[src/rtl/prog_lfsr.sv]
module prog_lfsr #(
  parameter int WIDTH = 8
) (
  input  logic             clk,
  input  logic             rst,
  input  logic             step_en,
  input  logic [WIDTH-1:0] taps_i,
  output logic [WIDTH-1:0] state_o,
  output logic             serial_o
);

  localparam logic [WIDTH-1:0] ZERO_STATE = '0;
  localparam logic [WIDTH-1:0] ESCAPE_STATE = WIDTH'(1);

  logic [WIDTH-1:0] stages_q;
  logic             stuck_zero;
  logic             next_bit;

  assign stuck_zero = (stages_q == ZERO_STATE);
  assign next_bit   = stuck_zero | (^(stages_q & taps_i));

  always_ff @(posedge clk) begin
    if (rst)          stages_q <= ZERO_STATE;
    else if (step_en) stages_q <= {stages_q[WIDTH-2:0], next_bit};
  end

  assign state_o  = stages_q;
  assign serial_o = stages_q[WIDTH-1];

  // the first cycle after a reset edge shows an empty register
  p_reset_clear_r1: assert property (@(posedge clk) disable iff (rst)
    $past(rst) |-> (state_o == ZERO_STATE));

  // a paused register keeps its value
  p_hold_when_idle_r2: assert property (@(posedge clk) disable iff (rst)
    (!$past(rst) && !step_en) |=> $stable(state_o));

  // each step moves every bit up by one stage
  p_shift_up_r3: assert property (@(posedge clk) disable iff (rst)
    step_en |=> (state_o[WIDTH-1:1] == $past(state_o[WIDTH-2:0])));

  // from a nonzero state the new bit is the parity of the tapped stages
  p_tap_parity_r4: assert property (@(posedge clk) disable iff (rst)
    (step_en && state_o != ZERO_STATE) |=> (state_o[0] == ^($past(state_o) & $past(taps_i))));

  // the zero state is left for the escape value
  p_zero_escape_r5: assert property (@(posedge clk) disable iff (rst)
    (step_en && state_o == ZERO_STATE) |=> (state_o == ESCAPE_STATE));

  // no two consecutive steps land on the zero state
  p_no_lockup_r9: assert property (@(posedge clk) disable iff (rst)
    (step_en && state_o == ZERO_STATE) |=> (state_o != ZERO_STATE));

endmodule

[config.mk]
export PLATFORM = sky130hd
export DESIGN_NAME = prog_lfsr
export DESIGN_NICKNAME = d
export VERILOG_FILES = /design/src/rtl/prog_lfsr.sv
export SDC_FILE = /design/constraint.sdc
export NUM_CORES = 1
export LEC_CHECK = 0
export ABC_AREA = 1
export BUFFER_PORTS_ARGS = -buffer_cell sky130_fd_sc_hd__buf_2
export CORE_MARGIN = 2
export CORE_UTILIZATION = 40
export CTS_CLUSTER_DIAMETER = 200
export DETAILED_ROUTE_END_ITERATION = 8
export PLACE_DENSITY_LB_ADDON = 0.08
export SYNTH_ARGS = -nofsm -noshare
export SYNTH_HDL_FRONTEND = slang
export SYNTH_SLANG_ARGS = --single-unit
[constraint.sdc]
create_clock -name clk -period 1.5 [get_ports clk]
set_clock_uncertainty 0.2 [all_clocks]
set_input_delay 0.075 -clock clk [delete_from_list [all_inputs] [get_ports clk]]
set_output_delay 0.075 -clock clk [all_outputs]
set_load 0.03 [all_outputs]
==> impl_metrics.json, run 1 <==
{
  "status": "complete, no violations",
  "dieArea_um2": 1640,
  "final_max_slew_viol_count": 0,
  "post-route-worst-setup-slack_ns": 0.0868,
  "post-cts-setup-buffers": 0,
  "syn-instance-count": 94,
  "p_per_area_nw_per_um2": 720,
  "syn_to_final_growth_pct": 27.6,
  "avgSynthCellArea_um2": 5.68,
  "worstMarginPinSlew_ns": 0.306,
  "post-route-period-util": 0.942,
  "synth_area_um2": 534,
  "start_kind": "flip-flop",
  "clk_latency_ns": 0.25,
  "clockBufferDepth": 2,
  "grt.overflow.total": 0,
  "cts_tree": "yes",
  "grtUsageTotal": 0.178,
  "fp.dieH_um": 40.5,
  "grt_pass1_vias": 489,
  "grt_pass1_wl_um": 1950,
  "diodes": 0,
  "p_leak_nw": 0.400,
  "rsz0062_at_grt": "no",
  "via_count": 589,
  "core.rowCount": 13,
  "portBuffers": 19,
  "ys_ff_latch": 8,
  "setup_tns_ns": 0,
  "ys_types": 15,
  "ios": 20,
  "critPathTopFamily": "buffers and inverters",
  "gp_congestion": 0.733,
  "dieWidth_um": 40.5,
  "maxCapViolCount": 0,
  "fp.coreArea_um2": 1270,
  "syn_nets": 105,
  "critPathMaxStageDelay_ns": 0.55,
  "dp_hpwl_um": 905,
  "worstPathMaxFanout": 5,
  "hold_class": "input pin to flip-flop",
  "cts_root_buf": "clkbuf_4",
  "path_cells": "nand2_1 > a21oi_1 > dlygate4sd3_1",
  "largest_reg_flops": 8,
  "cts_buffers": 3,
  "wl_um": 1180,
  "ir_drop_mv": 0.476,
  "crit_arrival_ns": 1.41,
  "htreeDepth": 1,
  "wl_per_cell_um": 9.05,
  "slew_headroom": 0.796,
  "drtIter0Drc": 5,
  "finalHoldViolations": 0,
  "report.final.setup_viol": 0,
  "clkTransAtPathRegs_ns": 0.06,
  "ant_nets": 0,
  "cp-end-kind": "flip-flop",
  "synth-warning-count": 0,
  "fin_crit_ns": 1.41,
  "max_clock_freq_mhz": 708,
  "path_class": "flip-flop to flip-flop",
  "cp_slowest_cell": "dlygate4sd3_1",
  "crit_buf_inv": 1,
  "drt_pre_antenna_iters": 4,
  "antenna_found_initial": 0,
  "synth-seq-area-share": 0.300,
  "grt_max_degree": 9,
  "start_util": 0.421,
  "drcViolationCount": 0,
  "cts_sinks": 8,
  "num-nets-final": 128,
  "pre_cts_ws_ns": 0.196,
  "drive_above_1_share": 0.235,
  "routed_via_density": 4.53,
  "critPathRequiredTime_ns": 1.49
}
## worst register-to-register path: cells and delay by family (launching register included)
kind | cells | cell delay (ns)
simple gates | 1 | 0.08
buf+inv | 1 | 0.55
flops | 1 | 0.40
compound gates | 1 | 0.12
## report_power, final
part           internal [mW]  leakage [nW]  total, mW  switching [mW]
logic                 0.0389         0.320      0.101          0.0617
registers              0.221        0.0656      0.230         0.00872
clock network         0.0913        0.0138      0.160          0.0688
total                  0.351         0.400      0.491           0.139
## path summary, 6_finish.rpt
kind                   start    endpoint  cells after the start  slack, ns
setup / recovery  state_o[3]  state_o[3]                      3       0.09
hold / removal       step_en  state_o[5]                      4       0.03
setup reg to reg  state_o[3]  state_o[3]                      3       0.09
hold reg to reg   state_o[6]  state_o[7]                      2       0.30
## layer usage
layer / track usage / part of all wire
met1: 0.225 / 0.47
met2: 0.290 / 0.51
met3: 0.0167 / 0.017
met4: 0.100 / 0.010
met5: 0 / 0
## final cells by class
cell class	count	area (um2)
inverters	10	37.5
flip-flops and latches	8	161
repair buffers	21	123
well taps	15	18.8
multi-input cells	73	319
fillers	148	587
clock buffers	3	22.5
## synth_stat cells (all sizes together)
library cell,n,area [um2]
a211oi,2,15.0
a21oi,6,30.0
buf,2,12.5
nor2,7,26.3
nand2,53,211
nand3,4,20.0
inv,9,33.8
dfxtp,8,160
clkinv,1,3.75
clkbuf,1,5.00
xnor2,1,16.3
## metrics by stage
step / power (mW) / instance area [um2] / instances / hold WS [ns] / utilization
floorplan: 0.300 / 534 / 94 / 0.119 / -
global placement: 0.329 / 631 / 125 / 0.151 / 0.497
detailed placement: 0.330 / 631 / 125 / 0.156 / 0.497
CTS: 0.498 / 683 / 131 / 0.0163 / 0.538
global route: 0.516 / 682 / 130 / 0.0538 / 0.537
finish: 0.491 / 682 / 130 / 0.0263 / 0.537
## layout by cell type (no fill, tap or decap), drive strengths merged
cell          instances
nand2                53
buf                  18
inv                   9
dfxtp                 8
nor2                  7
a21oi                 6
nand3                 4
clkbuf                3
a211oi                2
dlygate4sd3           2
xnor2                 1
clkinv                1
dlymetal6s4s          1
## cell families (layout without fill, tap and decap cells)
| logic type | Yosys count | after routing | synth area share |
|---|---|---|---|
| flops | 8 | 8 | 0.300 |
| buf+inv | 13 | 34 | 0.103 |
| xor+xnor | 1 | 1 | 0.0305 |
| compound gates | 8 | 8 | 0.0843 |
| simple gates | 64 | 64 | 0.482 |
## what timing repair did
action | in CTS | in global routing
hold buffers | 3 | 0
hold endpoints to repair | 8 | 0
resized for setup | 0 | 2
setup endpoints to repair | 0 | 1
Note: power is estimated with default switching activity, not from simulation.
==> run 2, diff against run 1 <==
CORE_MARGIN = 4   (was 2)
==> run 2 against run 1 <==
The run now ends with negative hold slack left. Clock power up 6%. Cell count up 1.5%. Setup slack better by 0.068 ns. Global-route usage down 3.5 points. Total power up 2.5%. Wire length up 2.5%. Worst hold slack worse by 0.032 ns. Flip-flop and latch count unchanged. Core utilization up 5.0 points. Critical path depth up 5.
==> impl_metrics.json, run 2 (synthesized netlist as in run 1, its figures left out) <==
{
  "report.final.setup_viol": 0,
  "critPathMaxStageDelay_ns": 0.41,
  "drcViolationCount": 0,
  "cpMostUsedCell": "nand2_1",
  "max_clock_freq_mhz": 743,
  "start_kind": "flip-flop",
  "crit_buf_inv": 1,
  "setup_tns_ns": 0,
  "crit_cells": 8,
  "wl_per_cell_um": 9.14,
  "path_cells": "nand2_1 > xnor2_2 > nand2_1 > nand2_1 > nand2_1 > nand3_1 > nand2_1 > inv_1",
  "antenna_found_initial": 0,
  "clockBufferDepth": 2,
  "ios": 20,
  "routed_via_density": 4.58,
  "cp_slowest_cell": "dfxtp_1",
  "portBuffers": 19,
  "post-cts-setup-buffers": 0,
  "post-route-worst-setup-slack_ns": 0.154,
  "ctsResizeCount": 0,
  "hold_class": "input pin to flip-flop",
  "drive_above_1_share": 0.246,
  "grtUsageTotal": 0.143,
  "p_per_area_nw_per_um2": 721,
  "path_class": "flip-flop to flip-flop",
  "largest_reg_flops": 8,
  "fp.coreArea_um2": 1190,
  "instances_no_fill": 132,
  "grt_pass1_wl_um": 2040,
  "dpl_cell_area_um2": 644,
  "seq_area_um2": 160,
  "drt_pre_antenna_iters": 4,
  "dp_hpwl_um": 953,
  "num-nets-final": 131,
  "crit_arrival_ns": 1.31,
  "nFillCells": 125,
  "syn_to_final_growth_pct": 30.4,
  "grt_max_degree": 9,
  "fin_crit_ns": 1.35,
  "ant_nets": 0,
  "endpoint": "state_o[0]",
  "finalHoldViolations": 1,
  "clkTransAtPathRegs_ns": 0.05,
  "cts_root_buf": "clkbuf_4",
  "start_util": 0.450,
  "reg2reg_to": "state_o[0]",
  "placedCellCount": 126,
  "hold_ws_ns": -0.00591,
  "core.rowCount": 12,
  "maxCapViolCount": 0,
  "layout_common_cells": "50 x nand2_1, 19 x buf_2, 8 x inv_1, 8 x dfxtp_1, 7 x nor2_1",
  "r2r_cells": 8,
  "htreeDepth": 1,
  "fp.dieH_um": 44.5,
  "dieWidth_um": 44.5,
  "ir_drop_mv": 0.453,
  "finalInstanceArea_um2": 697,
  "status": "complete, but fails checks",
  "cp-end-kind": "flip-flop",
  "worstPathMaxFanout": 6,
  "cts_sinks": 8,
  "post-route-period-util": 0.897,
  "grt.overflow.total": 0,
  "layout_commonest_cell": "nand2_1",
  "p_leak_nw": 0.403,
  "startpoint": "state_o[4]",
  "slew_headroom": 0.818,
  "clk_latency_ns": 0.26,
  "dieArea_um2": 1980,
  "diodes": 0,
  "pre_cts_ws_ns": 0.171,
  "grt_pass1_vias": 499,
  "critPathTopFamily": "simple AND/OR/NAND/NOR gates",
  "multi_input_area_um2": 319,
  "cts_buffers": 3,
  "rrSetupSlack_ns": 0.15,
  "worstReg2RegStart": "state_o[4]",
  "rsz0062_at_grt": "no",
  "final_max_slew_viol_count": 0,
  "via_count": 604,
  "failed_checks": "negative hold slack",
  "critPathRequiredTime_ns": 1.46,
  "cts_tree": "yes",
  "wl_um": 1210,
  "gp_congestion": 0.729,
  "drtIter0Drc": 12,
  "worstMarginPinSlew_ns": 0.272
}
[run 2: cell count changes in the layout (fill, tap and decap cells not counted)]
cell	previous run	this run
buf_4	0	2
buf_2	18	19
dfxtp_1	7	8
dfxtp_2	1	0
dlygate4sd3_1	2	3
dlymetal6s4s_1	1	0
[run 2: worst min-delay path by stage]
stage               cells after the start  slack, ns  startpoint         end
floorplan                               2       0.12         rst  state_o[3]
global placement                        2       0.15         rst  state_o[6]
detailed placement                      2       0.15         rst  state_o[6]
CTS                                     4      0.007     step_en  state_o[6]
global route                            4       0.02     step_en  state_o[7]
finish                                  4     -0.006     step_en  state_o[3]
[run 2: metal layers]
layer / part of all wire / up-vias / routed length [um] / track usage
li1: - / 334 / - / -
met1: 0.49 / 253 / 591 / 0.194
met2: 0.43 / 12 / 520 / 0.186
met3: 0.046 / 5 / 55 / 0.0366
met4: 0.032 / 0 / 38 / 0.108
met5: 0 / - / 0 / 0
[run 2: final cells by class]
| cell class | count | share of cell area |
|---|---|---|
| well taps | 14 | 0.0251 |
| repair buffers | 24 | 0.201 |
| inverters | 10 | 0.0539 |
| flip-flops and latches | 8 | 0.230 |
| clock buffers | 3 | 0.0323 |
| multi-input cells | 73 | 0.458 |
[run 2: power breakdown]
part	leakage [nW]	switching (mW)	internal, mW
sequential	0.0653	0.00709	0.221
clock	0.0138	0.0779	0.0919
combinational	0.323	0.0630	0.0419
[run 2: tightest hold or removal path, stage by stage]
cell and delay [ns]:
buf_2 0.09, inv_1 0.11, nand2_1 0.08, a21oi_1 0.05
[run 2: per-stage QoR]
step	hold WS [ns]	util	total power [mW]
2_1_floorplan	0.119	-	0.300
3_3_place_gp	0.148	0.543	0.331
3_5_place_dp	0.149	0.543	0.332
4_1_cts	0.00654	0.588	0.501
5_1_grt	0.0233	0.588	0.537
6_report	-0.00591	0.588	0.503
[run 2: repair_timing]
| action | 4_1_cts | 5_1_grt |
|---|---|---|
| endpoints found under the setup margin | 0 | 1 |
| hold buffers | 3 | 1 |
| endpoints found under the hold margin | 8 | 1 |
==> run 3, diff against run 2 <==
REMOVE_ABC_BUFFERS = 1   (was default)
clock period = 1.4 ns   (was 1.5 ns; I/O delays follow)
==> run 3 against run 2 <==
The flow now finishes without violations. Design area rose by 1.6%. Die area did not move. Core utilization rose by 0.95 points. Sequential power rose by 7%. Clock power barely moved. Critical path type is now input pin to flip-flop.
==> impl_metrics.json, run 3 (synthesized netlist as in run 1, its figures left out) <==
{
  "status": "complete, no violations",
  "finalInstanceArea_um2": 708,
  "portBuffers": 19,
  "syn_to_final_growth_pct": 32.6,
  "grt_pass1_vias": 591,
  "grt.overflow.total": 0,
  "fp.dieH_um": 44.5,
  "clock_power_share": 0.324,
  "hold_class": "input pin to flip-flop",
  "critPathRequiredTime_ns": 1.35,
  "wl_per_cell_um": 9.64,
  "crit_arrival_ns": 1.24,
  "dpl_cell_area_um2": 652,
  "largest_reg_flops": 8,
  "cts_tree": "yes",
  "drt_pre_antenna_iters": 4,
  "ant_nets": 0,
  "clk_latency_ns": 0.25,
  "worstPathMaxFanout": 10,
  "pwr-share-seq": 0.459,
  "reg2reg_to": "state_o[0]",
  "path_class": "input pin to flip-flop",
  "via_count": 603,
  "p_int_uw": 381,
  "routed_via_density": 4.57,
  "grt_max_degree": 11,
  "maxCapViolCount": 0,
  "drive_above_1_share": 0.322,
  "instances_no_fill": 132,
  "endpoint": "state_o[0]",
  "worstMarginPinSlew_ns": 0.208,
  "report.final.setup_viol": 0,
  "final_max_slew_viol_count": 0,
  "swShare": 0.287,
  "power_frac_comb": 0.217,
  "grt_pass1_wl_um": 2370,
  "clkTransAtPathRegs_ns": 0.05,
  "clockBufferDepth": 2,
  "wl_um": 1270,
  "finalHoldViolations": 0,
  "dp_hpwl_um": 1020,
  "max_clock_freq_mhz": 777,
  "p_per_area_nw_per_um2": 754,
  "core.rowCount": 12,
  "cts_root_buf": "clkbuf_4",
  "ir_drop_mv": 0.537,
  "diodes": 0,
  "placedCellCount": 127,
  "layout_commonest_cell": "nand2_1",
  "start_kind": "input pin",
  "htreeDepth": 1,
  "rrSetupSlack_ns": 0.15,
  "p_sw_uw": 153,
  "cp-end-kind": "flip-flop",
  "start_util": 0.450,
  "post-cts-setup-buffers": 0,
  "gp_congestion": 0.760,
  "worstReg2RegStart": "state_o[7]",
  "antenna_found_initial": 0,
  "num-nets-final": 131,
  "dieArea_um2": 1980,
  "drcViolationCount": 0,
  "fin_crit_ns": 1.29,
  "min-delay-start": "taps_i[4]",
  "cts_buffers": 3,
  "dieWidth_um": 44.5,
  "p_leak_nw": 0.408,
  "layout_common_cells": "47 x nand2_1, 19 x buf_2, 8 x inv_1",
  "ios": 20,
  "hold_ws_ns": 0.171,
  "fp.coreArea_um2": 1190,
  "cts_sinks": 8,
  "grtUsageTotal": 0.158,
  "post-route-period-util": 0.919,
  "startpoint": "step_en",
  "finish.utilization": 0.597,
  "slew_headroom": 0.860,
  "rsz0062_at_grt": "no",
  "r2r_cells": 10,
  "drtIter0Drc": 18
}
## run 3: cell count changes in the layout (fill, tap and decap cells not counted), sizes merged
cell and change:
buf +1, dlygate4sd3 -1
## run 3: what timing repair did
action	4_1_cts	5_1_grt
hold buffers	2	0
setup endpoints to repair	0	1
gates resized for setup	0	8
endpoints found under the hold margin	8	0
## run 3: per-layer routing
layer,routed length [um],up-vias,GRT usage
li1,-,336,-
met1,574,258,0.200
met2,664,7,0.264
met3,23,2,0.0163
met4,10,0,0.0723
met5,0,-,0
## run 3: through the flow
stage               total power, mW  setup WS, ns  TNS [ns]
finish                        0.534         0.113         0
global route                  0.582       0.00320         0
CTS                           0.541        0.0872         0
detailed placement            0.358         0.101         0
global placement              0.356         0.124         0
floorplan                     0.314        -0.251    -0.251
## run 3: critical path, cell delays in order
cell	delay (ns)
dlygate4sd3_1	0.52
buf_2	0.20
inv_1	0.14
nor2_1	0.13
nand3_1	0.08
nand2_1	0.06
inv_1	0.03
## run 3: how the worst min path moves through the flow
| stage | to | slack (ns) | depth (start not counted) |
|---|---|---|---|
| floorplan | state_o[3] | -0.06 | 1 |
| global placement | state_o[3] | 0.15 | 2 |
| detailed placement | state_o[4] | 0.15 | 2 |
| finish | state_o[0] | 0.17 | 9 |
| CTS | state_o[0] | 0.16 | 9 |
| global route | state_o[0] | 0.23 | 9 |
## run 3: final cells by class
| cell class | instances | area [um2] |
|---|---|---|
| Sequential cell | 8 | 166 |
| Inverter | 10 | 37.5 |
| Timing Repair Buffer | 24 | 138 |
| Tap cell | 14 | 17.5 |
| Fill cell | 130 | 478 |
| Clock buffer | 3 | 22.5 |
| Multi-Input combinational cell | 73 | 327 |
## run 3: power groups by stage
stage	logic, mW	clock network [mW]	registers [mW]
global placement	0.108	0	0.248
CTS	0.114	0.184	0.243
finish	0.116	0.173	0.245
detailed placement	0.110	0	0.248
global route	0.130	0.205	0.247
floorplan	0.0484	0	0.266
